## src/rtl/htr_pkg.sv

```systemverilog
package htr_pkg;
   localparam int CTL_W    = 8;
   localparam int B_SRST   = 7;
   localparam int B_R2T    = 6;
   localparam int B_FTST   = 2;
   localparam int B_T2R    = 0;

   typedef struct packed {
      logic srst;
      logic r2t;
      logic ftst;
      logic t2r;
   } ctl_t;
endpackage

```

## src/rtl/htr_ctrl_reg.sv

```systemverilog
module htr_ctrl_reg
   import htr_pkg::*;
#(
   parameter int ZERO_WRITES = 2
) (
   input  logic             clk,
   input  logic             rst_n,
   input  logic             wr,
   input  logic [CTL_W-1:0] wdata,
   output logic [CTL_W-1:0] rdata,
   output ctl_t             ctl
);
   localparam int CW = (ZERO_WRITES > 1) ? $clog2(ZERO_WRITES) : 1;
   localparam logic [CW-1:0] LAST = CW'(ZERO_WRITES - 1);

   initial begin
      if (ZERO_WRITES < 1) $error("ZERO_WRITES must be at least 1");
   end

   logic             srst_q;
   logic [CTL_W-2:0] low_q;
   logic [CW-1:0]    zcnt_q;

   always_ff @(posedge clk or negedge rst_n) begin
      if (!rst_n) begin
         srst_q <= 1'b0;
         low_q  <= '0;
         zcnt_q <= '0;
      end else if (wr) begin
         low_q <= wdata[CTL_W-2:0];
         if (wdata[B_SRST]) begin
            srst_q <= 1'b1;
            zcnt_q <= '0;
         end else if (srst_q) begin
            if (zcnt_q == LAST) begin
               srst_q <= 1'b0;
               zcnt_q <= '0;
            end else begin
               zcnt_q <= zcnt_q + 1'b1;
            end
         end
      end
   end

   assign rdata    = {srst_q, low_q};
   assign ctl.srst = srst_q;
   assign ctl.r2t  = low_q[B_R2T];
   assign ctl.ftst = low_q[B_FTST];
   assign ctl.t2r  = low_q[B_T2R];

   // a write of one always leaves the soft reset set
   a_r2_one_sets: assert property (@(posedge clk) disable iff (!rst_n)
      (wr && wdata[B_SRST]) |=> srst_q);

   // soft reset only falls right after a zero write
   a_r3_fall_on_zero: assert property (@(posedge clk) disable iff (!rst_n)
      $fell(srst_q) |-> $past(wr && !wdata[B_SRST]));

   generate
      if (ZERO_WRITES > 1) begin : g_multi
         // the first zero write of a run does not clear
         a_r3_first_zero_holds: assert property (@(posedge clk) disable iff (!rst_n)
            (srst_q && wr && !wdata[B_SRST] && zcnt_q == '0) |=> srst_q);
      end
   endgenerate
endmodule

```

## src/rtl/htr_rx_route.sv

```systemverilog
module htr_rx_route
   import htr_pkg::*;
(
   input  logic clk,
   input  logic rst_n,
   input  ctl_t ctl,
   input  logic rx_vld,
   input  logic rx_ovhd,
   output logic rx_wr,
   output logic cp_wr
);
   assign rx_wr = rx_vld && !ctl.srst;
   assign cp_wr = rx_vld && !rx_ovhd && ctl.r2t && !ctl.srst;

   // overhead bytes never produce a transmit copy
   a_r6_no_ovhd_copy: assert property (@(posedge clk) disable iff (!rst_n)
      rx_ovhd |-> !cp_wr);
   // a copy always comes with the matching receive write
   a_r6_copy_implies_rx: assert property (@(posedge clk) disable iff (!rst_n)
      cp_wr |-> rx_wr);
endmodule

```

## src/rtl/htr_host_swap.sv

```systemverilog
module htr_host_swap
   import htr_pkg::*;
#(
   parameter int TAG_W = 2
) (
   input  logic             clk,
   input  logic             rst_n,
   input  ctl_t             ctl,
   input  logic             host_wr,
   input  logic             host_rd,
   input  logic [TAG_W-1:0] rxf_rtag,
   input  logic [TAG_W-1:0] txf_rtag,
   output logic             h_rxf_wr,
   output logic             h_txf_wr,
   output logic             rxf_rd,
   output logic             txf_rd,
   output logic [TAG_W-1:0] host_rtag
);
   logic h_wr_ok;
   assign h_wr_ok   = host_wr && !ctl.srst;
   assign h_rxf_wr  = h_wr_ok && ctl.ftst;
   assign h_txf_wr  = h_wr_ok && !ctl.ftst;
   assign txf_rd    = host_rd && ctl.ftst;
   assign rxf_rd    = host_rd && !ctl.ftst;
   assign host_rtag = ctl.ftst ? txf_rtag : rxf_rtag;

   // a host read reaches at most one FIFO
   a_r8_single_read: assert property (@(posedge clk) disable iff (!rst_n)
      $countones({rxf_rd, txf_rd}) <= 1);
   // a host write reaches at most one FIFO
   a_r7_single_write: assert property (@(posedge clk) disable iff (!rst_n)
      $onehot0({h_rxf_wr, h_txf_wr}));
endmodule

```

## src/rtl/hdlc_test_router.sv

```systemverilog
module hdlc_test_router
   import htr_pkg::*;
#(
   parameter int DATA_W      = 8,
   parameter int TAG_W       = 2,
   parameter int ZERO_WRITES = 2,
   parameter bit REG_SER     = 1'b0
) (
   input  logic              clk,
   input  logic              rst_n,
   input  logic              ctl_wr,
   input  logic [CTL_W-1:0]  ctl_wdata,
   output logic [CTL_W-1:0]  ctl_rdata,
   output logic              hdlc_rst,
   input  logic              host_wr,
   input  logic [DATA_W-1:0] host_wdata,
   input  logic [TAG_W-1:0]  host_wtag,
   input  logic              host_rd,
   output logic [TAG_W-1:0]  host_rtag,
   input  logic              rx_vld,
   input  logic [DATA_W-1:0] rx_byte,
   input  logic [TAG_W-1:0]  rx_tag,
   input  logic              rx_ovhd,
   output logic              rxf_wr,
   output logic [DATA_W-1:0] rxf_wdata,
   output logic [TAG_W-1:0]  rxf_wtag,
   output logic              rxf_rd,
   input  logic [TAG_W-1:0]  rxf_rtag,
   output logic              txf_wr,
   output logic [DATA_W-1:0] txf_wdata,
   output logic [TAG_W-1:0]  txf_wtag,
   output logic              txf_rd,
   input  logic [TAG_W-1:0]  txf_rtag,
   input  logic              rx_en,
   input  logic              tx_en,
   input  logic              ser_tx_bit,
   input  logic              ser_rx_line,
   output logic              ser_rx_out
);
   initial begin
      if (DATA_W < 1) $error("DATA_W must be at least 1");
      if (TAG_W < 1)  $error("TAG_W must be at least 1");
   end

   ctl_t ctl;
   logic rx_wr, cp_wr, h_rxf_wr, h_txf_wr;

   htr_ctrl_reg #(.ZERO_WRITES(ZERO_WRITES)) u_ctl (
      .clk(clk), .rst_n(rst_n), .wr(ctl_wr), .wdata(ctl_wdata),
      .rdata(ctl_rdata), .ctl(ctl));

   htr_rx_route u_rx (
      .clk(clk), .rst_n(rst_n), .ctl(ctl), .rx_vld(rx_vld),
      .rx_ovhd(rx_ovhd), .rx_wr(rx_wr), .cp_wr(cp_wr));

   htr_host_swap #(.TAG_W(TAG_W)) u_host (
      .clk(clk), .rst_n(rst_n), .ctl(ctl), .host_wr(host_wr),
      .host_rd(host_rd), .rxf_rtag(rxf_rtag), .txf_rtag(txf_rtag),
      .h_rxf_wr(h_rxf_wr), .h_txf_wr(h_txf_wr), .rxf_rd(rxf_rd),
      .txf_rd(txf_rd), .host_rtag(host_rtag));

   assign hdlc_rst = !rst_n || ctl.srst;

   // receive path has priority over the host on each FIFO
   assign rxf_wr    = rx_wr || h_rxf_wr;
   assign rxf_wdata = rx_wr ? rx_byte : host_wdata;
   assign rxf_wtag  = rx_wr ? rx_tag  : host_wtag;
   assign txf_wr    = cp_wr || h_txf_wr;
   assign txf_wdata = cp_wr ? rx_byte : host_wdata;
   assign txf_wtag  = cp_wr ? rx_tag  : host_wtag;

   logic ser_lb;
   assign ser_lb = ctl.t2r && rx_en && tx_en;

   generate
      if (REG_SER) begin : g_ser_reg
         logic ser_q;
         always_ff @(posedge clk or negedge rst_n) begin
            if (!rst_n) ser_q <= 1'b0;
            else        ser_q <= ser_lb ? ser_tx_bit : ser_rx_line;
         end
         assign ser_rx_out = ser_q;
      end else begin : g_ser_comb
         assign ser_rx_out = ser_lb ? ser_tx_bit : ser_rx_line;
         // without all three enables the line passes straight through
         a_r9_line_through: assert property (@(posedge clk) disable iff (!rst_n)
            !(ctl.t2r && rx_en && tx_en) |-> (ser_rx_out == ser_rx_line));
      end
   endgenerate

   // no FIFO write while the soft reset holds
   a_r11_quiet_in_srst: assert property (@(posedge clk) disable iff (!rst_n)
      ctl_rdata[B_SRST] |-> (!rxf_wr && !txf_wr));
   // a received byte always owns the RX FIFO write port
   a_r12_rx_wins: assert property (@(posedge clk) disable iff (!rst_n)
      (rx_vld && !hdlc_rst) |-> (rxf_wr && rxf_wdata == rx_byte && rxf_wtag == rx_tag));
   // soft reset drives the controller reset
   a_r2_rst_out: assert property (@(posedge clk) disable iff (!rst_n)
      ctl_rdata[B_SRST] |-> hdlc_rst);
endmodule

```

## config.mk

```make
export PLATFORM = sky130hd
export DESIGN_NAME = hdlc_test_router
export DESIGN_NICKNAME = d
export VERILOG_FILES = /design/src/rtl/htr_pkg.sv /design/src/rtl/htr_ctrl_reg.sv /design/src/rtl/htr_rx_route.sv /design/src/rtl/htr_host_swap.sv /design/src/rtl/hdlc_test_router.sv
export SDC_FILE = /design/constraint.sdc
export NUM_CORES = 1
export LEC_CHECK = 0
export ABC_AREA = 1
export BUFFER_PORTS_ARGS = -buffer_cell sky130_fd_sc_hd__buf_2
export CORE_UTILIZATION = 34
export DETAILED_ROUTE_END_ITERATION = 10
export PLACE_DENSITY = 0.9
export SETUP_SLACK_MARGIN = 0.02
export SYNTH_ARGS = -nofsm -noshare
export SYNTH_HDL_FRONTEND = slang
export SYNTH_SLANG_ARGS = --single-unit
```

## constraint.sdc

```tcl
create_clock -name clk -period 1.42 [get_ports clk]
set_clock_uncertainty 0.1 [all_clocks]
set_input_delay 0.142 -clock clk [delete_from_list [all_inputs] [get_ports clk]]
set_output_delay 0.142 -clock clk [all_outputs]
set_load 0.01 [all_outputs]
```

Word level (Yosys, flattened, before mapping)
Cells that the tools add are included.
- input bits: 43
- word-level logic and storage cells: 36
- flip-flop bits (word level): 9
- add/subtract/negate cells: 1
- muxes and demuxes: 12
- reductions and logical operators: 20
- operator list (kind ; count):
    $mux W8 ; 2
    $logic_and A1 B1 Y1 ; 11
    $mux W1 ; 7
    $mux W2 ; 3
    $logic_not A1 Y1 ; 4
    $logic_or A1 B1 Y1 ; 3
    $reduce_and A2 Y1 ; 1
    $reduce_bool A2 Y1 ; 1
    $add A1 B1 Y1 const B ; 1

Logic depth before layout (Yosys ltp)
- word-level depth: 5
- depth in mapped cells: 6
- mapped depth without buffers: 5

By module
From an unflattened synthesis, not the netlist that was laid out.
- cells, all modules: 130
- area total of the unflattened synthesis: 885.8 µm²
- modules (own cells, without submodules) (module ; cells an instance ; sequential area each (µm²) ; area each (µm²) ; instances):
    htr_ctrl_reg ; 47 ; 225.2 ; 427.9 ; 1
    hdlc_test_router ; 62 ; 0.0 ; 371.6 ; 1
    htr_host_swap ; 15 ; 0.0 ; 58.8 ; 1
    htr_rx_route ; 6 ; 0.0 ; 27.5 ; 1

Worst setup path after synthesis
No wires, ideal clock.
- path type: flip-flop to output port
- start: register u_ctl.low_q[6]
- end: output port txf_wdata[0]
- data arrival time: 0.910 ns
- stages on the path, launching flop included: 6
- path buffers: 1
- required time: 1.178 ns
- path slack: 0.268 ns
- path through: dfrtp_1 inv_1 nor2_1 buf_4 nand3_1 nand2_1
- cells in the longest elaborated chain, start to end: 3
- ends and longest elaborated chain (element ; RTL line ; RTL):
    from (decl) ; htr_ctrl_reg.sv:21 ; logic [CTL_W-2:0] low_q;
    from (signal assigned) ; htr_ctrl_reg.sv:30 ; low_q <= wdata[CTL_W-2:0];
    $logic_and A1 B1 Y1 (2 in a row) ; htr_rx_route.sv:13 ; assign cp_wr = rx_vld && !rx_ovhd && ctl.r2t && !ctl.srst;
    $mux W8 ; hdlc_test_router.sv:69 ; assign txf_wdata = cp_wr ? rx_byte : host_wdata;
    to (decl) ; hdlc_test_router.sv:30 ; output logic [DATA_W-1:0] txf_wdata,
Every way passes these cells.

Worst setup path after layout
- start: register u_ctl.srst_q
- end: output port txf_wdata[1]
- cells in the longest elaborated chain, start to end: 3
- ends and longest elaborated chain (element ; RTL line ; RTL):
    from (decl) ; htr_ctrl_reg.sv:20 ; logic srst_q;
    from (signal assigned) ; htr_ctrl_reg.sv:26 ; srst_q <= 1'b0;
    from (signal assigned) ; htr_ctrl_reg.sv:32 ; srst_q <= 1'b1;
    from (signal assigned) ; htr_ctrl_reg.sv:36 ; srst_q <= 1'b0;
    $logic_not A1 Y1 ; htr_rx_route.sv:13 ;
    $logic_and A1 B1 Y1 ; htr_rx_route.sv:13 ;
    $mux W8 ; hdlc_test_router.sv:69 ;
Every way passes these cells.

==> results.cfg <==
[sta]
rsz0062_at_grt = true
finalCritPeriodShare_pct = 109
tightest_slew_ns = 0.334
slew_viol_final = 0
maxSlewHeadroom_pct = 77.7
worst_slack_ns = -0.124
setup_viol = 22
timing_hold_violations_final = 0
fmax_ghz = 0.648
finalCriticalPeriod_ns = 1.54

[route]
wl_mm = 2.63
drc = 0
drtIter0Drc = 13
avgViaCountPerCell = 4.52
ant_nets = 0
drt_pass1_iterations = 4
wl_per_cell_um = 10.7
num_vias = 1116

[logic_synthesis]
syn-num-nets = 173
synth_cell_types = 12
synth.avg_cell_area_um2 = 5.75
yosys-top-cells-area = nand2_1, dfrtp_1, nand3_1
syn_area_um2 = 747
synth_common_cells = nand2_1, inv_1, nand3_1
synth_edf_count = 0
async_flop_share_pct = 100
synth_most_common_cell = nand2_1
synth_warnings = 0
synth_flop_cell = dfrtp_1
syn-instance-count = 130
seq_area_frac_synth_pct = 30.2
yosysTopAreaCell = nand2_1
synth-seq-cells = 9
synth_top_area_share_pct = 39.7

[pwr]
power_frac_comb_pct = 51.8
power.internal_uw = 649
p_sw_uw = 412
netSwitchingFraction_pct = 38.9
pwr-share-clk_pct = 18.5
power_leakage_uw = 0.000842
p_seq_share_pct = 29.7
powerDensity_mw_per_mm2 = 779
fin_total_pwr_uw = 1060
peakVddDrop_uv = 642

[clock_network]
clk_latency_ns = 0.25
cts_tree = done
path_clk_slew_ns = 0.06
cts_buffer_depth = 2
clock-sinks = 9
root_buffer = clkbuf_4
numCtsBuffers = 3
htree_num_levels = 1

[placed_design]
dp_hpwl_mm = 1.74
dpl.cell_count = 231
gp_congestion = 0.747
io_buffers = 78

[grt]
grt_pass1_vias = 1013
grt_max_degree = 13
grt_overflow = 0
antenna_found_initial = 0
grt_first_pass_wirelength_mm = 4.11
track_usage_pct = 21.9

[min_path]
min_path_type = in -> reg

[final_layout]
drive_above_1_share_pct = 47.3
nFillCells = 194
stdcell_count = 247
num-nets-final = 264
n_antenna_cell = 0
area_growth_syn_to_layout_pct = 82.4

[status]
violations = setup timing
status = complete, but fails checks

[die]
ios = 79
die_area_mm2 = 0.00239
row_count = 16
fp.dieW_um = 48.9
initial_core_util_pct = 36.9
die_h_um = 48.9
core_mm2 = 0.00202

[worst_setup_path]
crit_required_ns = 1.18
startpoint_type = flip-flop
critPathCaptureType = output pin
arrival_ns = 1.30
worstSetupPathType = reg -> out
cp_max_fo = 6

[run]
cap_violations = 0
-- final timing paths --
path / startpoint / end / slack, ns / cells past startpoint
setup / recovery: u_ctl.srst_q$_DFFE_PN0P_ / txf_wdata[1] / -0.12 / 6
hold / removal: ctl_wdata[6] / u_ctl.low_q[6]$_DFFE_PN0P_ / 0.01 / 3
setup reg to reg: u_ctl.srst_q$_DFFE_PN0P_ / u_ctl.zcnt_q$_DFFE_PN0P_ / 0.39 / 4
hold reg to reg: u_ctl.low_q[1]$_DFFE_PN0P_ / u_ctl.low_q[1]$_DFFE_PN0P_ / 0.37 / 2
max in group asynchronous: rst_n / u_ctl.srst_q$_DFFE_PN0P_ / 0.87 / 2
min in group asynchronous: rst_n / u_ctl.low_q[0]$_DFFE_PN0P_ / 0.18 / 2
-- worst max-delay path, cell delays in order, from the launching register on --
cell	delay, ns
dfrtp_2	0.42
nor2_4	0.12
buf_6	0.12
buf_6	0.12
nand3_2	0.07
nand2_1	0.07
buf_2	0.13
-- sequential cells by signal, indices dropped and copies added (netlist names) --
name,cells
u_ctl.srst_q,1
u_ctl.low_q,7
u_ctl.zcnt_q,1
-- power groups by stage --
| stage | combinational [uW] | sequential (uW) | clock [uW] |
|---|---|---|---|
| floorplan | 251 | 328 | 0 |
| global placement | 437 | 320 | 0 |
| detailed placement | 443 | 322 | 0 |
| CTS | 525 | 314 | 199 |
| global route | 605 | 320 | 214 |
| finish | 549 | 316 | 196 |
-- layout by cell type (no fill, tap or decap), drive strengths merged --
| cell type | instances |
|---|---|
| nand3 | 11 |
| dfrtp | 9 |
| o21ai | 8 |
| inv | 11 |
| nand2 | 80 |
| buf | 86 |
| clkbuf | 5 |
| nor2 | 3 |
| nand4 | 1 |
| dlygate4sd3 | 6 |
-- cell type report --
| class | instances | area [um^2] | share of cell area [%] |
|---|---|---|---|
| multi-input combinational | 103 | 488 | 35.8 |
| inverter | 11 | 41.3 | 3.03 |
| clock buffer | 4 | 26.3 | 1.93 |
| sequential | 9 | 226 | 16.6 |
| tap | 27 | 33.8 | 2.48 |
| timing repair buffer | 93 | 547 | 40.1 |
-- what timing repair did --
action / 4_1_cts / 5_1_grt
endpoints found under the hold margin: 14 / 0
gates resized for setup: 15 / 11
hold buffers: 6 / 0
setup buffers: 3 / 1
cloned: 2 / 0
pin swaps: 1 / 17
setup endpoints to repair: 22 / 23
-- cell families after synthesis --
kind of cell | share of synthesized area (%)
AOI/OAI and AO/OA | 5.36
buffers and inverters | 13.2
DFF | 30.2
and+or+nand+nor | 51.3
-- per-layer routing --
layer	track usage, %	vias up	share of wire (%)
met2	42.1	50	53
li1	-	576	-
met5	0	-	0
met1	24.7	485	39
met4	7.35	0	1.2
met3	2.18	5	6.0
-- metrics by stage --
stage | setup slack, ns | instance area, um^2 | utilization, % | hold slack, ns | setup TNS [ns]
after floorplan | 0.268 | 747 | - | -0.254 | 0
after detailed placement | 0.101 | 1140 | 56.2 | -0.0933 | 0
after global placement | 0.142 | 1140 | 56.2 | -0.0953 | 0
after CTS | -0.117 | 1310 | 64.9 | 0.00275 | -2.20
final | -0.124 | 1360 | 67.4 | 0.0119 | -2.04
after global routing | -0.206 | 1360 | 67.4 | 0.0293 | -3.74
No activity file was read; power rests on OpenSTA's default activity.
